===== src/rtl/i2c1_pkg.sv =====
package i2c1_pkg;

  typedef enum logic [2:0] {
    SEG_IDLE,
    SEG_START,
    SEG_ADDR,
    SEG_DATA,
    SEG_STOP
  } seg_e;

  // clocks per quarter of an SCL period
  function automatic int unsigned quarter_len(input int unsigned clk_hz,
                                              input int unsigned bit_hz);
    return clk_hz / (4 * bit_hz);
  endfunction

  // first byte on the wire: prefix, device bits, direction (1 = read)
  function automatic logic [7:0] head_byte(input logic [3:0] pfx,
                                           input logic [2:0] dev,
                                           input logic       rd_dir);
    return {pfx, dev, rd_dir};
  endfunction

  // whether the master pulls SDA low for the bit slot now starting
  function automatic logic bit_pulls_low(input seg_e       seg,
                                         input logic       rd_dir,
                                         input logic [3:0] bitn,
                                         input logic       msb);
    return (bitn < 4'd8) && !(seg == SEG_DATA && rd_dir) && !msb;
  endfunction

endpackage


===== src/rtl/i2c1_qtimer.sv =====
module i2c1_qtimer #(
  parameter int unsigned Q_SLOW = 125,
  parameter int unsigned Q_FAST = 31
) (
  input  logic clk,
  input  logic rst_n,
  input  logic load,
  input  logic fast,
  input  logic run,
  input  logic scl_rel,
  input  logic scl_in,
  output logic tick
);
  localparam int unsigned QMAX = (Q_SLOW > Q_FAST) ? Q_SLOW : Q_FAST;
  localparam int CW = $clog2(QMAX + 1);

  logic          fast_q;
  logic [CW-1:0] cnt;
  logic          hold;

  function automatic logic [CW-1:0] reload(input logic f);
    return f ? CW'(Q_FAST - 1) : CW'(Q_SLOW - 1);
  endfunction

  // a released SCL that still reads low belongs to a stretching slave
  assign hold = run && scl_rel && !scl_in;
  assign tick = run && !hold && (cnt == '0);

  always_ff @(posedge clk or negedge rst_n) begin
    if (!rst_n) begin
      fast_q <= 1'b0;
      cnt    <= '0;
    end else if (load) begin
      fast_q <= fast;
      cnt    <= reload(fast);
    end else if (tick) begin
      cnt <= reload(fast_q);
    end else if (run && !hold) begin
      cnt <= cnt - 1'b1;
    end
  end
endmodule


===== src/rtl/i2c1_hostport.sv =====
module i2c1_hostport (
  input  logic clk,
  input  logic rst_n,
  input  logic cs,
  input  logic rd,
  input  logic wr,
  input  logic idle,
  input  logic scl_in,
  input  logic sda_in,
  output logic accept,
  output logic req_err
);
  logic illegal;

  assign illegal = cs && rd && wr;
  assign accept  = idle && cs && (rd ^ wr) && scl_in && sda_in;

  always_ff @(posedge clk or negedge rst_n) begin
    if (!rst_n) req_err <= 1'b0;
    else        req_err <= illegal;
  end
endmodule


===== src/rtl/i2c1_seq.sv =====
module i2c1_seq
  import i2c1_pkg::*;
#(
  parameter logic [3:0] ADDR_PREFIX = 4'b1010
) (
  input  logic       clk,
  input  logic       rst_n,
  input  logic       accept,
  input  logic       req_rd,
  input  logic [2:0] req_addr,
  input  logic [7:0] req_wdata,
  input  logic       tick,
  input  logic       sda_in,
  output logic       scl_oe,
  output logic       sda_oe,
  output logic       busy,
  output logic [7:0] rdata,
  output logic       nack_err,
  output logic       sample_en,
  output logic       framing
);
  seg_e       seg;
  logic [1:0] q;
  logic [3:0] bitn;
  logic [7:0] sh;
  logic [7:0] dbyte;
  logic       rw;
  logic       ack_bad;
  logic       in_byte;

  assign in_byte   = (seg == SEG_ADDR) || (seg == SEG_DATA);
  assign busy      = (seg != SEG_IDLE);
  assign framing   = (seg == SEG_START) || (seg == SEG_STOP);
  assign sample_en = tick && in_byte && (q == 2'd2);

  always_ff @(posedge clk or negedge rst_n) begin
    if (!rst_n) begin
      seg      <= SEG_IDLE;
      q        <= 2'd0;
      bitn     <= 4'd0;
      sh       <= 8'h00;
      dbyte    <= 8'h00;
      rw       <= 1'b0;
      ack_bad  <= 1'b0;
      scl_oe   <= 1'b0;
      sda_oe   <= 1'b0;
      nack_err <= 1'b0;
      rdata    <= 8'h00;
    end else if (accept) begin
      seg      <= SEG_START;
      q        <= 2'd0;
      bitn     <= 4'd0;
      rw       <= req_rd;
      sh       <= head_byte(ADDR_PREFIX, req_addr, req_rd);
      dbyte    <= req_wdata;
      ack_bad  <= 1'b0;
      nack_err <= 1'b0;
    end else if (tick) begin
      q <= q + 2'd1;
      case (seg)
        SEG_START: begin
          if (q == 2'd0) begin
            sda_oe <= 1'b1;              // START: SDA falls with SCL high
          end else begin
            scl_oe <= 1'b1;
            seg    <= SEG_ADDR;
            q      <= 2'd0;
            bitn   <= 4'd0;
          end
        end
        SEG_ADDR, SEG_DATA: begin
          case (q)
            2'd0: sda_oe <= bit_pulls_low(seg, rw, bitn, sh[7]);
            2'd1: scl_oe <= 1'b0;
            2'd2: begin
              if (bitn < 4'd8) begin
                sh <= {sh[6:0], sda_in};
                if (seg == SEG_DATA && rw && bitn == 4'd7)
                  rdata <= {sh[6:0], sda_in};
              end else begin
                ack_bad <= sda_in;
              end
            end
            default: begin
              scl_oe <= 1'b1;
              if (bitn != 4'd8) begin
                bitn <= bitn + 4'd1;
              end else begin
                bitn <= 4'd0;
                if (seg == SEG_ADDR) begin
                  if (ack_bad) begin
                    nack_err <= 1'b1;
                    seg      <= SEG_STOP;
                  end else begin
                    seg <= SEG_DATA;
                    sh  <= dbyte;
                  end
                end else begin
                  if (!rw && ack_bad) nack_err <= 1'b1;
                  seg <= SEG_STOP;
                end
              end
            end
          endcase
        end
        SEG_STOP: begin
          case (q)
            2'd0:    sda_oe <= 1'b1;
            2'd1:    scl_oe <= 1'b0;
            2'd2:    sda_oe <= 1'b0;     // STOP: SDA rises with SCL high
            default: seg    <= SEG_IDLE;
          endcase
        end
        default: ;
      endcase
    end
  end
endmodule


===== src/rtl/i2c_one_byte_ctrl.sv =====
module i2c_one_byte_ctrl
  import i2c1_pkg::*;
#(
  parameter int unsigned CLK_HZ      = 50_000_000,
  parameter int unsigned STD_HZ      = 100_000,
  parameter int unsigned FAST_HZ     = 400_000,
  parameter logic [3:0]  ADDR_PREFIX = 4'b1010
) (
  input  logic       clk,
  input  logic       rst_n,
  input  logic       cs,
  input  logic       rd,
  input  logic       wr,
  input  logic [2:0] addr,
  input  logic [7:0] wdata,
  input  logic       fast,
  output logic [7:0] rdata,
  output logic       busy,
  output logic       req_err,
  output logic       nack_err,
  input  logic       scl_in,
  input  logic       sda_in,
  output logic       scl_oe,
  output logic       sda_oe
);
  localparam int unsigned Q_SLOW = quarter_len(CLK_HZ, STD_HZ);
  localparam int unsigned Q_FAST = quarter_len(CLK_HZ, FAST_HZ);

  logic accept;
  logic tick;
  logic sample_en;
  logic framing;

  i2c1_hostport u_host (
    .clk    (clk),
    .rst_n  (rst_n),
    .cs     (cs),
    .rd     (rd),
    .wr     (wr),
    .idle   (!busy),
    .scl_in (scl_in),
    .sda_in (sda_in),
    .accept (accept),
    .req_err(req_err)
  );

  i2c1_qtimer #(.Q_SLOW(Q_SLOW), .Q_FAST(Q_FAST)) u_timer (
    .clk    (clk),
    .rst_n  (rst_n),
    .load   (accept),
    .fast   (fast),
    .run    (busy),
    .scl_rel(!scl_oe),
    .scl_in (scl_in),
    .tick   (tick)
  );

  i2c1_seq #(.ADDR_PREFIX(ADDR_PREFIX)) u_seq (
    .clk      (clk),
    .rst_n    (rst_n),
    .accept   (accept),
    .req_rd   (rd),
    .req_addr (addr),
    .req_wdata(wdata),
    .tick     (tick),
    .sda_in   (sda_in),
    .scl_oe   (scl_oe),
    .sda_oe   (sda_oe),
    .busy     (busy),
    .rdata    (rdata),
    .nack_err (nack_err),
    .sample_en(sample_en),
    .framing  (framing)
  );
endmodule


===== config.mk =====
export PLATFORM = sky130hd
export DESIGN_NAME = i2c_one_byte_ctrl
export DESIGN_NICKNAME = d
export VERILOG_FILES = /design/src/rtl/i2c1_pkg.sv /design/src/rtl/i2c1_qtimer.sv /design/src/rtl/i2c1_hostport.sv /design/src/rtl/i2c1_seq.sv /design/src/rtl/i2c_one_byte_ctrl.sv
export SDC_FILE = /design/constraint.sdc
export NUM_CORES = 1
export LEC_CHECK = 0
export CAP_MARGIN = 5
export CORE_MARGIN = 2
export CORE_UTILIZATION = 55
export DETAILED_ROUTE_END_ITERATION = 7
export PLACE_DENSITY_LB_ADDON = 0.1
export SYNTH_ARGS = -nofsm -noshare
export SYNTH_HDL_FRONTEND = slang
export SYNTH_SLANG_ARGS = --single-unit

===== constraint.sdc =====
create_clock -name clk -period 2.46 [get_ports clk]
set_input_delay 0.246 -clock clk [delete_from_list [all_inputs] [get_ports clk]]
set_output_delay 0.246 -clock clk [all_outputs]
set_load 0.01 [all_outputs]

---- Yosys cells after proc, flatten, opt, wreduce, memory -nomap -nowiden ----
Cells that the tools add are included.
operators by class
  muxes and demuxes ....................... 53
  equal/unequal tests ..................... 26
  add/sub/neg operators ................... 3
  reductions and logical operators ........ 46
  magnitude comparators ................... 1
  bitwise gates (word level) .............. 2
operators with widths
  kind                                                                   number
  8-bit 2-to-1 mux                                                       7
  7-bit 2-to-1 mux                                                       5
  6-bit AND reduction                                                    5
  3-bit 2-to-1 mux                                                       8
  3-bit != test, second input constant                                   7
  4-bit 2-to-1 mux                                                       5
  3-bit nonzero test                                                     6
  1-bit 2-to-1 mux                                                       17
  8-bit case mux with 2 select lines                                     1
  1-bit logical AND                                                      15
  2-bit != test, second input constant                                   6
  3-bit case mux with 3 select lines                                     1
  2-bit 2-to-1 mux                                                       4
  4-bit case mux with 2 select lines                                     1
  4-bit AND reduction                                                    2
  1-bit zero test                                                        7
  7-bit zero test                                                        1
  7-bit AND reduction                                                    1
  7-bit by 1-bit subtractor with 7-bit output, second input constant     1
  3-bit by 2-bit equality test with 1-bit output, second input constant  2
  2-bit by 1-bit != test with 1-bit output, second input constant        3
  3-bit by 2-bit != test with 1-bit output, second input constant        2
  1-bit case mux with 3 select lines                                     2
  2-bit nonzero test                                                     3
  16 further kinds                                                       19
word-level totals
  logic and storage cells ................. 145
  output and inout port bits .............. 13
  input bits .............................. 19
  bits in registers ....................... 47

---- Logic depth before layout (Yosys ltp) ----
  depth in word-level cells ............... 9
  mapped depth ............................ 8
  mapped depth without buffers ............ 7

---- By module ----
From an unflattened synthesis, not the netlist that was laid out.
unflattened totals
  cells, all modules ...................... 253
  area, all modules ....................... 2,633.8 µm²
modules (own cells, without submodules)
  module             area an instance (µm²)  instances  cells each  sequential area each (µm²)
  i2c1_seq           2,118.3                 1          197         950.9
  i2c1_qtimer        456.7                   1          49          200.2
  i2c1_hostport      51.3                    1          5           25.0
  i2c_one_byte_ctrl  7.5                     1          2           0.0

---- Worst setup path before layout ----
No wires, ideal clock.
  path kind ............................... reg2reg
  start ................................... register u_timer.cnt[0]
  end ..................................... register u_seq.sh[5]
  data required time ...................... 2,339 ps
  stages on the path, launching flop included .. 8
  arrival ................................. 2,137 ps
  path slack .............................. 202 ps
  path buffers ............................ 0
  period minus slack after synthesis ...... 2,258 ps
  library setup time ...................... 121 ps
  cell sequence ........................... dfrtp_1 inv_1 ha_1 or3b_2 nor3_4 a21oi_2 or4_4 o22a_1
on the way
  cells in the longest elaborated chain, start to end .. 4
ends and longest elaborated chain
  element                               RTL line           source
  start: declaration                    i2c1_qtimer.sv:18  logic [CW-1:0] cnt;
  start signal: assignment              i2c1_qtimer.sv:35  cnt <= reload(fast);
  start signal: assignment              i2c1_qtimer.sv:37  cnt <= reload(fast_q);
  start signal: assignment              i2c1_qtimer.sv:39  cnt <= cnt - 1'b1;
  7-bit zero test                       i2c1_qtimer.sv:27  assign tick = run && !hold && (cnt == '0);
  1-bit logical AND                     i2c1_qtimer.sv:27
  2-bit nonzero test (no source line)   n/a
  7-bit AND reduction (no source line)  n/a
  end signal: assignment                i2c1_seq.sv:54     sh <= head_byte(ADDR_PREFIX, req_addr, req_rd);
  end signal: assignment                i2c1_seq.sv:77     sh <= {sh[6:0], sda_in};
  end signal: assignment                i2c1_seq.sv:96     sh <= dbyte;
  end: declaration                      i2c1_seq.sv:25     logic [7:0] sh;
No other way between the ends.
A chain may end at the register's enable or synchronous reset.

---- Final worst setup path ----
Same ends and word-level chain as after synthesis.

==> reports/results.env <==
HOLD_PATH.CLASS='input pin to async pin'
MAXCAPVIOLATIONS=0
DIE_HEIGHT_UM=72.31
SYNTH_CELLS=250
OVERALL_DIE_WIDTH_UM=72.31
CLK_PATH_BUF_DEPTH=2
IR_WORST_VDD_mV=0.4809
CRITICAL_PATH_PEAK_FANOUT=4
ANTENNA_DIODE_COUNT=0
STD_CELL_ROWS=24
FINAL-SETUP-VIOL-COUNT=0
ROUTE.DETAILED.DRC=0
TIMING.CRITICAL_PATH.SLOWEST_STAGE_CELL='sky130_fd_sc_hd__or4_4'
HOLD_VIOL_FINAL=0
PLACE.PORT_BUFFERS=31
PLACE.GP.CONGESTION=0.8828
FIRST_PASS_GRT_WIRE_LENGTH_UM=9556
WORSTPATHREQUIRED_NS=2.65
RELSLEWSLACK_PCT=61.00
SYNTH_ENABLE_FLOP_CELLS=0
REGISTER_AREA_SHARE_AFTER_SYNTHESIS_PCT=45.83
ROUTED-VIA-COUNT=2047
EFFECTIVE_UTILIZATION_AT_FLOORPLAN_PCT=58.13
CRITICAL_PATH.ENDPOINT_TYPE='register'
START_KIND='register'
STATUS='finished, final reports clean'
FMAX_GHz=0.4288
MIN_PERIOD_NS=2.332
SYNTH-MAIN-FF-CELL='sky130_fd_sc_hd__dfrtp_1'
MIN_PERIOD_OVER_PERIOD_PCT=94.80
FP.COREAREA_UM2=4414
AREA_GROWTH_SYN_TO_LAYOUT_PCT=23.84
SYN-CELL-AREA_UM2=2566
NUMBER_OF_ANTENNA_VIOLATIONS_AT_THE_FIRST_CHECK_IN_GLOBAL_ROUTING=0
ITER_0_DRT_VIOLATIONS=253
TRITONCTS='done'
CPPEAKSTAGEDELAY_NS=0.53
CELL_CHAIN_OF_THE_CRITICAL_PATH='inv_1, ha_1, or3b_2, nor3_4, a21oi_2, or4_4, o22a_1'
CRIT_TYPE='register to register'
NUM_IO_PINS=32
SYNTHTOPCELLSBYAREA='sky130_fd_sc_hd__dfrtp_1 (46%), sky130_fd_sc_hd__mux2_2 (11%), sky130_fd_sc_hd__ha_1 (4.4%)'
POSTSYNTH.ASYNCRESETSHARE_PCT=100.0
SYNTHDISTINCTLIBCELLS=46
DETAILEDPLACEMENTHPWL_UM=4133
CTS.REPORTEDPATHS.CLKPINSLEW_NS=0.09
YS_WARN_COUNT=0
GRT_START_MAX_NET_PINS=27
SYNTHESIS.AREA_PER_INSTANCE_UM2=10.26
POST-PLACE-WS_NS=0.1166
YOSYS_REG_BITS=47
CTS_ROOT_CELL='sky130_fd_sc_hd__clkbuf_8'
FINAL_MAX_SLEW_VIOL_COUNT=0
POSTLAYOUTSETUPSLACKWORST_NS=0.1279
WIRELENGTH_UM=5685
H-TREE-DEPTH=2
SHARE_OF_FINAL_LAYOUT_STANDARD_CELLS_STRONGER_THAN_DRIVE_STRENGTH_1_PCT=19.87
TRITONCTS.NUM_BUFFERS=5
FLOORPLAN_DIE_AREA_UM2=5228
CELLPOWERDENSITY_nW_PER_UM2=959.1
LAYOUT_COMMONEST_CELL='sky130_fd_sc_hd__dfrtp_1'
GLOBALROUTE.TOTALOVERFLOW=0
NETLIST.TOP_CELL.BY_AREA='sky130_fd_sc_hd__dfrtp_1'
ANT_NETS=0
FINALCLOCKSKEW_NS=0.005804
SYNTHDOMINANTCELLAREASHARE_PCT=45.83
GRT_PASS1_VIAS=1986
MOSTFREQUENTLAYOUTCELLS='sky130_fd_sc_hd__dfrtp_1 (47), sky130_fd_sc_hd__clkdlybuf4s50_1 (30), sky130_fd_sc_hd__mux2_2 (24)'
ROUTED_VIA_DENSITY=5.865
PLACED_INSTANCES=339
DESIGN.FINAL.NETS=324
DETAIL_ROUTE.WL_PER_CELL_UM=16.29
CRITICAL_PATH.TOP_DELAY_FAMILY='simple AND/OR/NAND/NOR gates'
FINAL_NON_FILLER_CELL_TOTAL=349
WP_BUF_INV=1
DRT_PASS_1_ITERS=4
SYN_NETS=278
GR-USAGE-ALL-LAYERS_PCT=23.83
CRIT_ARRIVAL_NS=2.53
CLKLATENCYLATEPIN_NS=0.31
P_LEAK_nW=1.370
CTS.SINKS=47
TIMING_WORST_SLEW_PIN_VALUE_NS=0.5808
## metrics by stage
stage          power (mW)  area (um^2)  setup TNS [ns]  hold WS [ns]  utilization, %
2_1_floorplan       1.973         2566               0      -0.04959               -
3_3_place_gp        2.320         3020               0        0.1701           68.42
3_5_place_dp        2.356         3020               0        0.1746           68.42
4_1_cts             3.030         3163               0        0.3869           71.66
5_1_grt             3.248         3178      -0.0008598        0.4217           72.00
6_report            3.048         3178               0        0.3654           72.00
## cells in the mapped netlist, types with 3 or more instances
cell type	instances
sky130_fd_sc_hd__buf_2	3
sky130_fd_sc_hd__a21oi_1	10
sky130_fd_sc_hd__o21ai_0	15
sky130_fd_sc_hd__nand2_1	22
sky130_fd_sc_hd__o22a_1	3
sky130_fd_sc_hd__or3_1	4
sky130_fd_sc_hd__nor3_4	4
sky130_fd_sc_hd__ha_1	9
sky130_fd_sc_hd__nor2_1	20
sky130_fd_sc_hd__o21ai_1	6
sky130_fd_sc_hd__nand3b_1	3
sky130_fd_sc_hd__clkbuf_1	5
sky130_fd_sc_hd__dfrtp_1	47
sky130_fd_sc_hd__nand2b_1	5
sky130_fd_sc_hd__mux2i_1	8
sky130_fd_sc_hd__nor3_1	5
sky130_fd_sc_hd__inv_1	9
sky130_fd_sc_hd__mux2_2	24
sky130_fd_sc_hd__nand3_1	9
sky130_fd_sc_hd__o31ai_1	5
## final timing paths
check / endpoint / start / cells after the start / slack (ns)
setup reg to reg: u_seq.sh[5]$_DFFE_PN0P_ / u_timer.cnt[0]$_DFFE_PN0P_ / 7 / 0.13
max in group asynchronous: u_seq.sh[0]$_DFFE_PN0P_ / rst_n / 3 / 1.51
setup / recovery: u_seq.sh[5]$_DFFE_PN0P_ / u_timer.cnt[0]$_DFFE_PN0P_ / 7 / 0.13
min in group clk: u_seq.sh[3]$_DFFE_PN0P_ / addr[2] / 3 / 0.48
hold / removal: u_seq.sda_oe$_DFFE_PN0P_ / rst_n / 2 / 0.37
hold reg to reg: u_seq.sda_oe$_DFFE_PN0P_ / u_seq.sda_oe$_DFFE_PN0P_ / 2 / 0.49
## layer usage
metal  up-vias  wire (um)  share of wire, %  GRT usage, %
met5         -          0                 0             0
li1        992          -                 -             -
met4         0         91               1.6         9.434
met1       989       2571                45         33.43
met2        56       2817                50         37.82
met3        10        205               3.6         3.056
## area by class of cell
type                    count  area, um^2
inverters                  10       37.54
fillers                   331        1236
well taps                  52       65.06
clock inverters             2       60.06
repair buffers             47       440.4
flip-flops and latches     47        1176
clock buffers               6       72.57
multi-input cells         185        1326
## where the power goes
group | total (mW) | internal [mW] | switching, mW
clock | 0.674 | 0.406 | 0.267
combinational | 1.20 | 0.551 | 0.651
sequential | 1.17 | 0.998 | 0.175
total | 3.05 | 1.95 | 1.09
## kinds of logic after synthesis
group / count (synthesis) / synth area share (%)
and+or+nand+nor: 88 / 19.11
adders and majority gates: 9 / 4.388
DFF: 47 / 45.83
buffers and inverters: 18 / 2.779
xor gates and xnor gates: 2 / 0.6827
muxes: 32 / 13.65
AOI/OAI and AO/OA: 54 / 13.56
## registers in the layout (all words and copies together) (netlist names), 2 cells and up
signal	cells
u_seq.dbyte	8
u_seq.rdata	8
u_seq.sh	8
u_timer.cnt	7
u_seq.bitn	4
u_seq.seg	3
u_seq.q	2
## timing repair
item,CTS,global route
hold endpoints to repair,14,0
endpoints found under the setup margin,0,9
setup buffers,0,1
resized for setup,0,2
hold buffers,1,0
(Power assumes the default switching activity.)
